[src/rtl/fsv_pkg.sv]
package fsv_pkg;

  typedef enum logic [2:0] {
    ST_IDLE,
    ST_SS_HOLD,
    ST_SS_RAMP,
    ST_RUN,
    ST_DISCH,
    ST_UV_LATCH,
    ST_OV_CLAMP,
    ST_OT_HOLD
  } fsv_state_e;

  typedef enum logic [1:0] {
    CZ_SHUT,
    CZ_UV,
    CZ_OT
  } fsv_cause_e;

  // interval in tenths of a microsecond -> clock cycles, rounded up, at least 1
  function automatic int unsigned dus_to_cyc(int unsigned dus, int unsigned mhz);
    int unsigned prod;
    int unsigned res;
    prod = dus * mhz;
    res  = (prod + 9) / 10;
    if (res == 0) res = 1;
    return res;
  endfunction

endpackage

[src/rtl/fsv_satcnt.sv]
module fsv_satcnt #(
  parameter int unsigned MAXV = 4
) (
  input  logic clk,
  input  logic rst_n,
  input  logic clr,
  input  logic inc,
  output logic full
);
  localparam int unsigned W = $clog2(MAXV + 2);
  localparam logic [W-1:0] LIM = W'(MAXV);

  logic [W-1:0] cnt;

  always_ff @(posedge clk or negedge rst_n) begin
    if (!rst_n)                 cnt <= '0;
    else if (clr)               cnt <= '0;
    else if (inc && cnt != LIM) cnt <= cnt + 1'b1;
  end

  assign full = (cnt == LIM);
endmodule

[src/rtl/fsv_filter.sv]
module fsv_filter #(
  parameter int unsigned LEN = 2
) (
  input  logic clk,
  input  logic rst_n,
  input  logic arm,
  input  logic flag,
  output logic trip
);
  logic seen;
  logic run_full;

  assign seen = arm && flag;

  fsv_satcnt #(.MAXV(LEN - 1)) u_cnt (
    .clk   (clk),
    .rst_n (rst_n),
    .clr   (!seen),
    .inc   (1'b1),
    .full  (run_full)
  );

  assign trip = seen && run_full;
endmodule

[src/rtl/fsv_seq.sv]
module fsv_seq
  import fsv_pkg::*;
(
  input  logic       clk,
  input  logic       rst_n,
  input  logic       por_ok,
  input  logic       en,
  input  logic       ov_trip,
  input  logic       uv_trip,
  input  logic       ot_flag,
  input  logic       ramp_at_fb,
  input  logic       ss_done,
  input  logic       stop_done,
  output fsv_state_e state
);
  fsv_state_e nxt;
  fsv_cause_e cause, ncause, eff;

  always_comb begin
    nxt    = state;
    ncause = cause;
    eff    = en ? cause : CZ_SHUT;
    if (!por_ok) begin
      nxt    = ST_IDLE;
      ncause = CZ_SHUT;
    end else begin
      case (state)
        ST_IDLE: if (en) nxt = ST_SS_HOLD;
        ST_SS_HOLD, ST_SS_RAMP, ST_RUN: begin
          if (ov_trip) nxt = ST_OV_CLAMP;
          else if (uv_trip) begin
            nxt = ST_DISCH; ncause = CZ_UV;
          end else if (ot_flag) begin
            nxt = ST_DISCH; ncause = CZ_OT;
          end else if (!en) begin
            nxt = ST_DISCH; ncause = CZ_SHUT;
          end else if (state != ST_RUN) begin
            if (ss_done) nxt = ST_RUN;
            else if (state == ST_SS_HOLD && ramp_at_fb) nxt = ST_SS_RAMP;
          end
        end
        ST_DISCH: begin
          ncause = eff;
          if (ov_trip) nxt = ST_OV_CLAMP;
          else if (stop_done) begin
            case (eff)
              CZ_SHUT: nxt = ST_IDLE;
              CZ_UV:   nxt = ST_UV_LATCH;
              default: nxt = ST_OT_HOLD;
            endcase
          end
        end
        ST_UV_LATCH, ST_OV_CLAMP: if (!en) nxt = ST_IDLE;
        ST_OT_HOLD: if (!en || !ot_flag) nxt = ST_IDLE;
        default: nxt = ST_IDLE;
      endcase
    end
  end

  always_ff @(posedge clk or negedge rst_n) begin
    if (!rst_n) begin
      state <= ST_IDLE;
      cause <= CZ_SHUT;
    end else begin
      state <= nxt;
      cause <= ncause;
    end
  end
endmodule

[src/rtl/fsv_supervisor.sv]
module fsv_supervisor
  import fsv_pkg::*;
#(
  parameter int unsigned CLK_MHZ  = 125,
  parameter int unsigned SS_DUS   = 10000,
  parameter int unsigned EN_DUS   = 20000,
  parameter int unsigned UV_DUS   = 160,
  parameter int unsigned OV_DUS   = 15,
  parameter int unsigned PG_DUS   = 630,
  parameter int unsigned STOP_DUS = 80000
) (
  input  logic clk,
  input  logic rst_n,
  input  logic por_ok,
  input  logic en,
  input  logic fb_below_uv,
  input  logic fb_above_pg,
  input  logic fb_above_ov,
  input  logic ovr_temp,
  input  logic ramp_meets_fb,
  output logic sw_en,
  output logic ss_active,
  output logic soft_stop,
  output logic ls_force,
  output logic pg_pulldown
);
  localparam int unsigned SS_CYC   = dus_to_cyc(SS_DUS, CLK_MHZ);
  localparam int unsigned EN_CYC   = dus_to_cyc(EN_DUS, CLK_MHZ);
  localparam int unsigned UV_CYC   = dus_to_cyc(UV_DUS, CLK_MHZ);
  localparam int unsigned OV_CYC   = dus_to_cyc(OV_DUS, CLK_MHZ);
  localparam int unsigned PG_CYC   = dus_to_cyc(PG_DUS, CLK_MHZ);
  localparam int unsigned STOP_CYC = dus_to_cyc(STOP_DUS, CLK_MHZ);

  fsv_state_e state;

  // named internal events, used by the bound checker
  logic in_ss, in_run, in_disch;
  logic ss_done, stop_done, en_done, pg_full;
  logic uv_arm, ov_arm, uv_trip, ov_trip, pg_qual;

  assign in_ss    = (state == ST_SS_HOLD) || (state == ST_SS_RAMP);
  assign in_run   = (state == ST_RUN);
  assign in_disch = (state == ST_DISCH);
  assign uv_arm   = in_run && en_done;
  assign ov_arm   = in_ss || in_run || in_disch;

  fsv_satcnt #(.MAXV(SS_CYC - 1)) u_ss_tmr (
    .clk(clk), .rst_n(rst_n), .clr(!in_ss), .inc(1'b1), .full(ss_done)
  );

  fsv_satcnt #(.MAXV(STOP_CYC - 1)) u_stop_tmr (
    .clk(clk), .rst_n(rst_n), .clr(!in_disch), .inc(1'b1), .full(stop_done)
  );

  fsv_satcnt #(.MAXV(EN_CYC)) u_en_tmr (
    .clk(clk), .rst_n(rst_n), .clr(state == ST_IDLE), .inc(1'b1), .full(en_done)
  );

  fsv_satcnt #(.MAXV(PG_CYC)) u_pg_tmr (
    .clk(clk), .rst_n(rst_n), .clr(!(in_run && fb_above_pg)), .inc(1'b1), .full(pg_full)
  );

  fsv_filter #(.LEN(UV_CYC)) u_uv_flt (
    .clk(clk), .rst_n(rst_n), .arm(uv_arm), .flag(fb_below_uv), .trip(uv_trip)
  );

  fsv_filter #(.LEN(OV_CYC)) u_ov_flt (
    .clk(clk), .rst_n(rst_n), .arm(ov_arm), .flag(fb_above_ov), .trip(ov_trip)
  );

  fsv_seq u_seq (
    .clk        (clk),
    .rst_n      (rst_n),
    .por_ok     (por_ok),
    .en         (en),
    .ov_trip    (ov_trip),
    .uv_trip    (uv_trip),
    .ot_flag    (ovr_temp),
    .ramp_at_fb (ramp_meets_fb),
    .ss_done    (ss_done),
    .stop_done  (stop_done),
    .state      (state)
  );

  assign pg_qual     = por_ok && in_run && en_done && pg_full;
  assign sw_en       = in_run || (state == ST_SS_RAMP);
  assign ss_active   = in_ss;
  assign soft_stop   = in_disch;
  assign ls_force    = (state == ST_OV_CLAMP);
  assign pg_pulldown = !(pg_qual && !fb_below_uv && !fb_above_ov);
endmodule

[config.mk]
export PLATFORM = sky130hd
export DESIGN_NAME = fsv_supervisor
export DESIGN_NICKNAME = d
export VERILOG_FILES = /design/src/rtl/fsv_pkg.sv /design/src/rtl/fsv_satcnt.sv /design/src/rtl/fsv_filter.sv /design/src/rtl/fsv_seq.sv /design/src/rtl/fsv_supervisor.sv
export SDC_FILE = /design/constraint.sdc
export NUM_CORES = 1
export LEC_CHECK = 0
export CAP_MARGIN = 15
export CELL_PAD_IN_SITES_DETAIL_PLACEMENT = 0
export CELL_PAD_IN_SITES_GLOBAL_PLACEMENT = 2
export CORE_MARGIN = 4
export CORE_UTILIZATION = 40
export CTS_CLUSTER_SIZE = 20
export DETAILED_ROUTE_END_ITERATION = 8
export GPL_TIMING_DRIVEN = 1
export PLACE_DENSITY_LB_ADDON = 0.2
export SYNTH_ARGS = -nofsm -noshare
export SYNTH_HDL_FRONTEND = slang
export SYNTH_SLANG_ARGS = --single-unit
[constraint.sdc]
create_clock -name clk -period 2.8 [get_ports clk]
set_input_delay 0.7 -clock clk [delete_from_list [all_inputs] [get_ports clk]]
set_output_delay 0.7 -clock clk [all_outputs]
set_load 0.02 [all_outputs]
After elaboration in Yosys (flattened, before gate mapping) --
Index checks and enable logic that the tools add are counted.
Storage, ports and cells: bits in registers 92, input bits 9, output and inout port bits 5
Cells by class: $add $sub $neg 6, eq/ne operators 34, muxes and demuxes 33, reductions and logical operators 29
Operator list (number):
- 20-bit 2-to-1 mux | 2
- 3-bit 2-to-1 mux | 13
- 18-bit 2-to-1 mux | 2
- 17-bit 2-to-1 mux | 2
- 13-bit 2-to-1 mux | 2
- 11-bit 2-to-1 mux | 2
- 20-bit by 1-bit adder with 20-bit output, second input constant | 1
- 20-bit == test, second input constant | 1
- 20-bit inequality test, second input constant | 1
- 18-bit by 1-bit adder with 18-bit output, second input constant | 1
- 18-bit == test, second input constant | 1
- 18-bit inequality test, second input constant | 1
- 17-bit by 1-bit adder with 17-bit output, second input constant | 1
- 17-bit == test, second input constant | 1
- 17-bit inequality test, second input constant | 1
- 8-bit 2-to-1 mux | 2
- 3-bit one-hot mux with 5 select lines | 1
- 13-bit by 1-bit adder with 13-bit output, second input constant | 1
- 13-bit == test, second input constant | 1
- 13-bit inequality test, second input constant | 1
- 3-bit == test, second input constant | 4
- 1-bit logical AND | 12
- 11-bit by 1-bit adder with 11-bit output, second input constant | 1
- 11-bit == test, second input constant | 1
- other kinds (27) | 46

Longest topological paths before layout --
depth in word-level cells 11, gate-level depth with buffers 8, gate-level depth less buffers 8

By module --
Synthesis repeated with hierarchy kept, for this count alone.
Second synthesis, totals: cells, all modules 580, area total of the unflattened synthesis 5479.0 sq um
By module, submodules not included:
- fsv_satcnt (u_stop_tmr) | instances 1, cells each 114, area each 1149.9 sq um, sequential area each 500.5 sq um
- fsv_satcnt (u_ss_tmr) | instances 1, cells each 106, area each 1012.2 sq um, sequential area each 425.4 sq um
- fsv_satcnt (u_en_tmr) | instances 1, cells each 103, area each 991.0 sq um, sequential area each 450.4 sq um
- fsv_satcnt (u_pg_tmr) | instances 1, cells each 68, area each 681.9 sq um, sequential area each 325.3 sq um
- fsv_satcnt (u_uv_flt.u_cnt) | instances 1, cells each 73, area each 678.2 sq um, sequential area each 275.3 sq um
- fsv_satcnt (u_ov_flt.u_cnt) | instances 1, cells each 43, area each 421.7 sq um, sequential area each 200.2 sq um
- fsv_seq | instances 1, cells each 51, area each 412.9 sq um, sequential area each 125.1 sq um
- fsv_supervisor | instances 1, cells each 16, area each 103.8 sq um, sequential area each 0.0 sq um
- fsv_filter | instances 2, cells each 3, area each 13.8 sq um, sequential area each 0.0 sq um

Least setup slack after synthesis --
Ideal clock, no wire load.
path type register to register, start point reg u_en_tmr.cnt[0], end point reg u_seq.state[0], setup time 125 ps, arrival time 2277 ps, required time 2675 ps, setup slack 399 ps, cell stages (with the launch flop) 9, period minus slack after synthesis 2401 ps, cell sequence dfrtp_1 -> inv_1 -> ha_1 -> nand4b_1 -> or4_4 -> or3_4 -> or2_1 -> a32o_1 -> mux2_2
Between the ends: cells in the longest elaborated chain, start to end 8
Ends and longest elaborated chain:
- start: declaration | line fsv_satcnt.sv:13 | logic [W-1:0] cnt;
- start signal: assignment | line fsv_satcnt.sv:18 | else if (inc && cnt != LIM) cnt <= cnt + 1'b1;
- 18-bit == test * | line fsv_satcnt.sv:21 | assign full = (cnt == LIM);
- 1-bit logical AND * | line fsv_supervisor.sv:44 | assign uv_arm = in_run && en_done;
- 1-bit logical AND * | line fsv_filter.sv:13 | assign seen = arm && flag;
- 1-bit logical AND * | line fsv_filter.sv:23 | assign trip = seen && run_full;
- 3-bit 2-to-1 mux | line fsv_seq.sv:31 | else if (uv_trip) begin
- 3-bit 2-to-1 mux | line fsv_seq.sv:30 | if (ov_trip) nxt = ST_OV_CLAMP;
- 3-bit one-hot mux with 5 select lines | line fsv_seq.sv:27 | case (state)
- 3-bit 2-to-1 mux | line fsv_seq.sv:23 | if (!por_ok) begin
- end signal: assignment | line fsv_seq.sv:65 | state <= nxt;
- end: declaration | line fsv_seq.sv:14 | output fsv_state_e state
Every way passes the cells marked *; elsewhere a longest branch is shown, timed or not. A chain may end at the register's enable or synchronous reset.

Final worst setup path --
start point reg u_en_tmr.cnt[0], end point out pg_pulldown
Between the ends: cells in the longest elaborated chain, start to end 6
Ends and longest elaborated chain:
- 18-bit == test | line fsv_satcnt.sv:21
- 1-bit logical AND (2 in series) | line fsv_supervisor.sv:85 | assign pg_qual = por_ok && in_run && en_done && pg_full;
- 1-bit logical AND (2 in series) | line fsv_supervisor.sv:90 | assign pg_pulldown = !(pg_qual && !fb_below_uv && !fb_above_ov);
- 1-bit zero test | line fsv_supervisor.sv:90
- end: declaration | line fsv_supervisor.sv:25 | output logic pg_pulldown
No other way between the ends.

==> metrics.txt <==
clock latency on the worst-skew pair=340 ps; Tmin final=2694 ps; vias=3493; slowest CP cell=or4_4; die area=13620 um^2; antenna viol nets, final=0; leak pwr=0.002231 uW; largest net degree at the start of global routing=58; crit path max fanout=3; DP HPWL=6.697 mm; RSZ-0062 raised after global routing=false; initial antenna violation count=0; total gr overflow=0; Critical Path RT=2100 ps; Worst setup EP type=output pin; Worst slew margin=57.06%; area grow syn2layout=15.59%; Synth top area share=48.69%; total CTS buffers=9; cell taking the most area after synthesis=dfrtp_1; first-pass GRT wire length=16.48 mm; WL/cell=13.92 um; H-tree lvl count=3; CTS max path bufs=2; Initial Utilization=41.06%; worst-margin pin slew=638.2 ps; Seq cells post-synth=92; I/O pin count=14; hold slack=310.7 ps; CP cell instances=inv_1 > ha_1 > nand4b_1 > or4_4 > nor2_4 > nand2_1 > clkdlybuf4s15_2; DRC viols=0; core area=11520 um^2; GRT met1 Usage=21.80%; Reg clk slew, reported paths=60 ps; Vias/cell=5.122; sequential area share after synthesis=48.69%; startpoint types=flip-flop; status=finished, final reports clean; number of iterations in the first detailed-routing pass=4; WL final=9.494 mm; GRT busiest layer=met2; die width=116.7 um; input/output buffers=13; met3 Use GR=3.005%; Finished Layout Cells=682; Post-Syn Instances=502; Synth area leaders=dfrtp_1 49%, xor2_1 8.9%, nor2_1 7.9%; starting DRC count in detailed routing=220; library cells used by synthesis=47; final core occ=47.46%; Synth Area per Inst=9.419 um^2; Sum Neg Setup Slack=0 ps; Hold Path Class=input port to asynchronous set/reset pin; Mapped Nets=518; cell count after placement=665; CTS tree=built; Max-Cap Viols=0; vias in the first global route=3379; mapped cell area=4728 um^2; Final Cycle Share=96.23%; Crit Path Class=flip-flop to output pin; yosys warns=0; Setup-failing EPs final=0; PwrDens=599.1 nW/um^2; Root Driver=clkbuf_16; GR Util met2=22.53%; Crit path arrival time=1990 ps; worst stage delay on the critical path=520 ps; Max Slew Vio Count=0; CTS sink cnt=92; Max Clock Skew=5.517 ps; Fmax=371.1 MHz; share of cells above drive strength 1=8.534%; Worst IR Drop VDD=0.2423 mV; RePlAce Congestion=0.8275; Hold Fails Final Rpt=0; final-stage net count=550; Global Route Usage Sum=15.30%; # diodes=0; std cell rows=39; Die Span Y=116.7 um
kinds of logic (layout without fill, tap and decap cells):
group                      count (synthesis)  count (layout)  synth area share (%)
buffers and inverters                     20              57                 1.614
AOI/OAI and AO/OA                         42              42                 5.345
DFF                                       92              92                 48.69
adders and majority gates                  7               7                 1.852
and+or+nand+nor                          263             263                 27.73
xor gates and xnor gates                  68              68                 12.60
muxes                                     10              10                 2.170
placed cells by master, fill, tap and decap left out, types with 7 or more instances in the layout:
| cell | count |
|---|---|
| mux2i_1 | 8 |
| buf_4 | 19 |
| dfrtp_1 | 92 |
| clkdlybuf4s50_1 | 11 |
| clkbuf_16 | 9 |
| nor3_1 | 10 |
| nand4_1 | 15 |
| nand3_1 | 35 |
| inv_1 | 9 |
| and3_1 | 7 |
| ha_1 | 7 |
| nand2_1 | 47 |
| a21oi_1 | 12 |
| or3_1 | 10 |
| xnor2_1 | 20 |
| nor2_1 | 98 |
| o21ai_0 | 15 |
| xor2_1 | 48 |
through the flow:
stage | area (um^2) | worst slack [ps] | total power (uW)
after floorplan | 4728 | 398.6 | 1828
after global placement | 5145 | 54.83 | 2054
after detailed placement | 5145 | 55.72 | 2061
after CTS | 5450 | 21.94 | 3328
after global routing | 5465 | 0.09170 | 3467
final | 5465 | 105.5 | 3274
area by class of cell:
| class | count | area [um^2] |
|---|---|---|
| Clock buffer | 12 | 256.5 |
| Sequential cell | 92 | 2302 |
| Tap cell | 143 | 178.9 |
| Timing Repair Buffer | 32 | 284.0 |
| Fill cell | 1121 | 6051 |
| Inverter | 9 | 33.78 |
| Clock inverter | 4 | 47.55 |
| Multi-Input combinational cell | 390 | 2362 |
path summary, 6_finish.rpt:
path,startpoint,endpoint,slack [ps],cells after the start
max in group asynchronous,rst_n,u_ss_tmr.cnt[11],1820,2
worst max-delay path,u_en_tmr.cnt[0],pg_pulldown,110,7
worst max register to register,u_en_tmr.cnt[0],u_seq.state[0],210,9
min in group clk,u_stop_tmr.cnt[18],u_stop_tmr.cnt[18],540,2
worst min-delay path,rst_n,u_pg_tmr.cnt[11],310,1
worst min register to register,u_stop_tmr.cnt[18],u_stop_tmr.cnt[18],540,2
where the power goes:
part | leakage (uW) | internal, uW | total, uW | switching (uW)
registers | 0.00128 | 1380 | 1450 | 69.8
clock network | 0.000149 | 738 | 1240 | 506
logic | 0.000804 | 218 | 575 | 357
synth_stat cells (all sizes together):
cell     count
o211ai       4
and3b        1
a32o         1
a21oi       12
nor3b        1
inv          9
a211oi       2
nor2        99
a2111oi      1
nand2       47
o21ai       15
xnor2       20
buf          2
nand2b       3
a22o         1
mux2i        8
ha           7
or3b         1
nand3       35
or4          2
o32ai        1
a32oi        1
nor3        11
or3         11
nor4         6
or2          1
and4         5
and3         7
dfrtp       92
nand4b       3
nor2b        2
or4b         1
a211o        1
nor4b        4
nand4       15
nand3b       1
mux2         2
a31oi        3
xor2        48
and2         4
clkbuf       9
nor4bb       3
flip-flops by register name, indices dropped and copies added (netlist names):
name / flops
u_ov_flt.u_cnt.cnt: 8
u_seq.cause: 2
u_pg_tmr.cnt: 13
u_seq.state: 3
u_ss_tmr.cnt: 17
u_en_tmr.cnt: 18
u_stop_tmr.cnt: 20
u_uv_flt.u_cnt.cnt: 11
routing by layer:
layer | part of all wire [%] | routed length (um)
met5 | 0 | 0
met3 | 2.5 | 235
met2 | 44 | 4209
met1 | 51 | 4864
met4 | 1.9 | 184
critical path: cells and delay by family, from the launching register on:
kind                       cells  cell delay, ps
adders and majority gates      1             150
and+or+nand+nor                4             760
buffers and inverters          2             340
DFF                            1             390
repair_timing:
item,CTS,global route
hold buffers,0,0
gates resized for setup,3,2
pin swaps,0,0
setup endpoints to repair,1,1
setup buffers,0,1
Note: power is estimated with default switching activity, not from simulation.
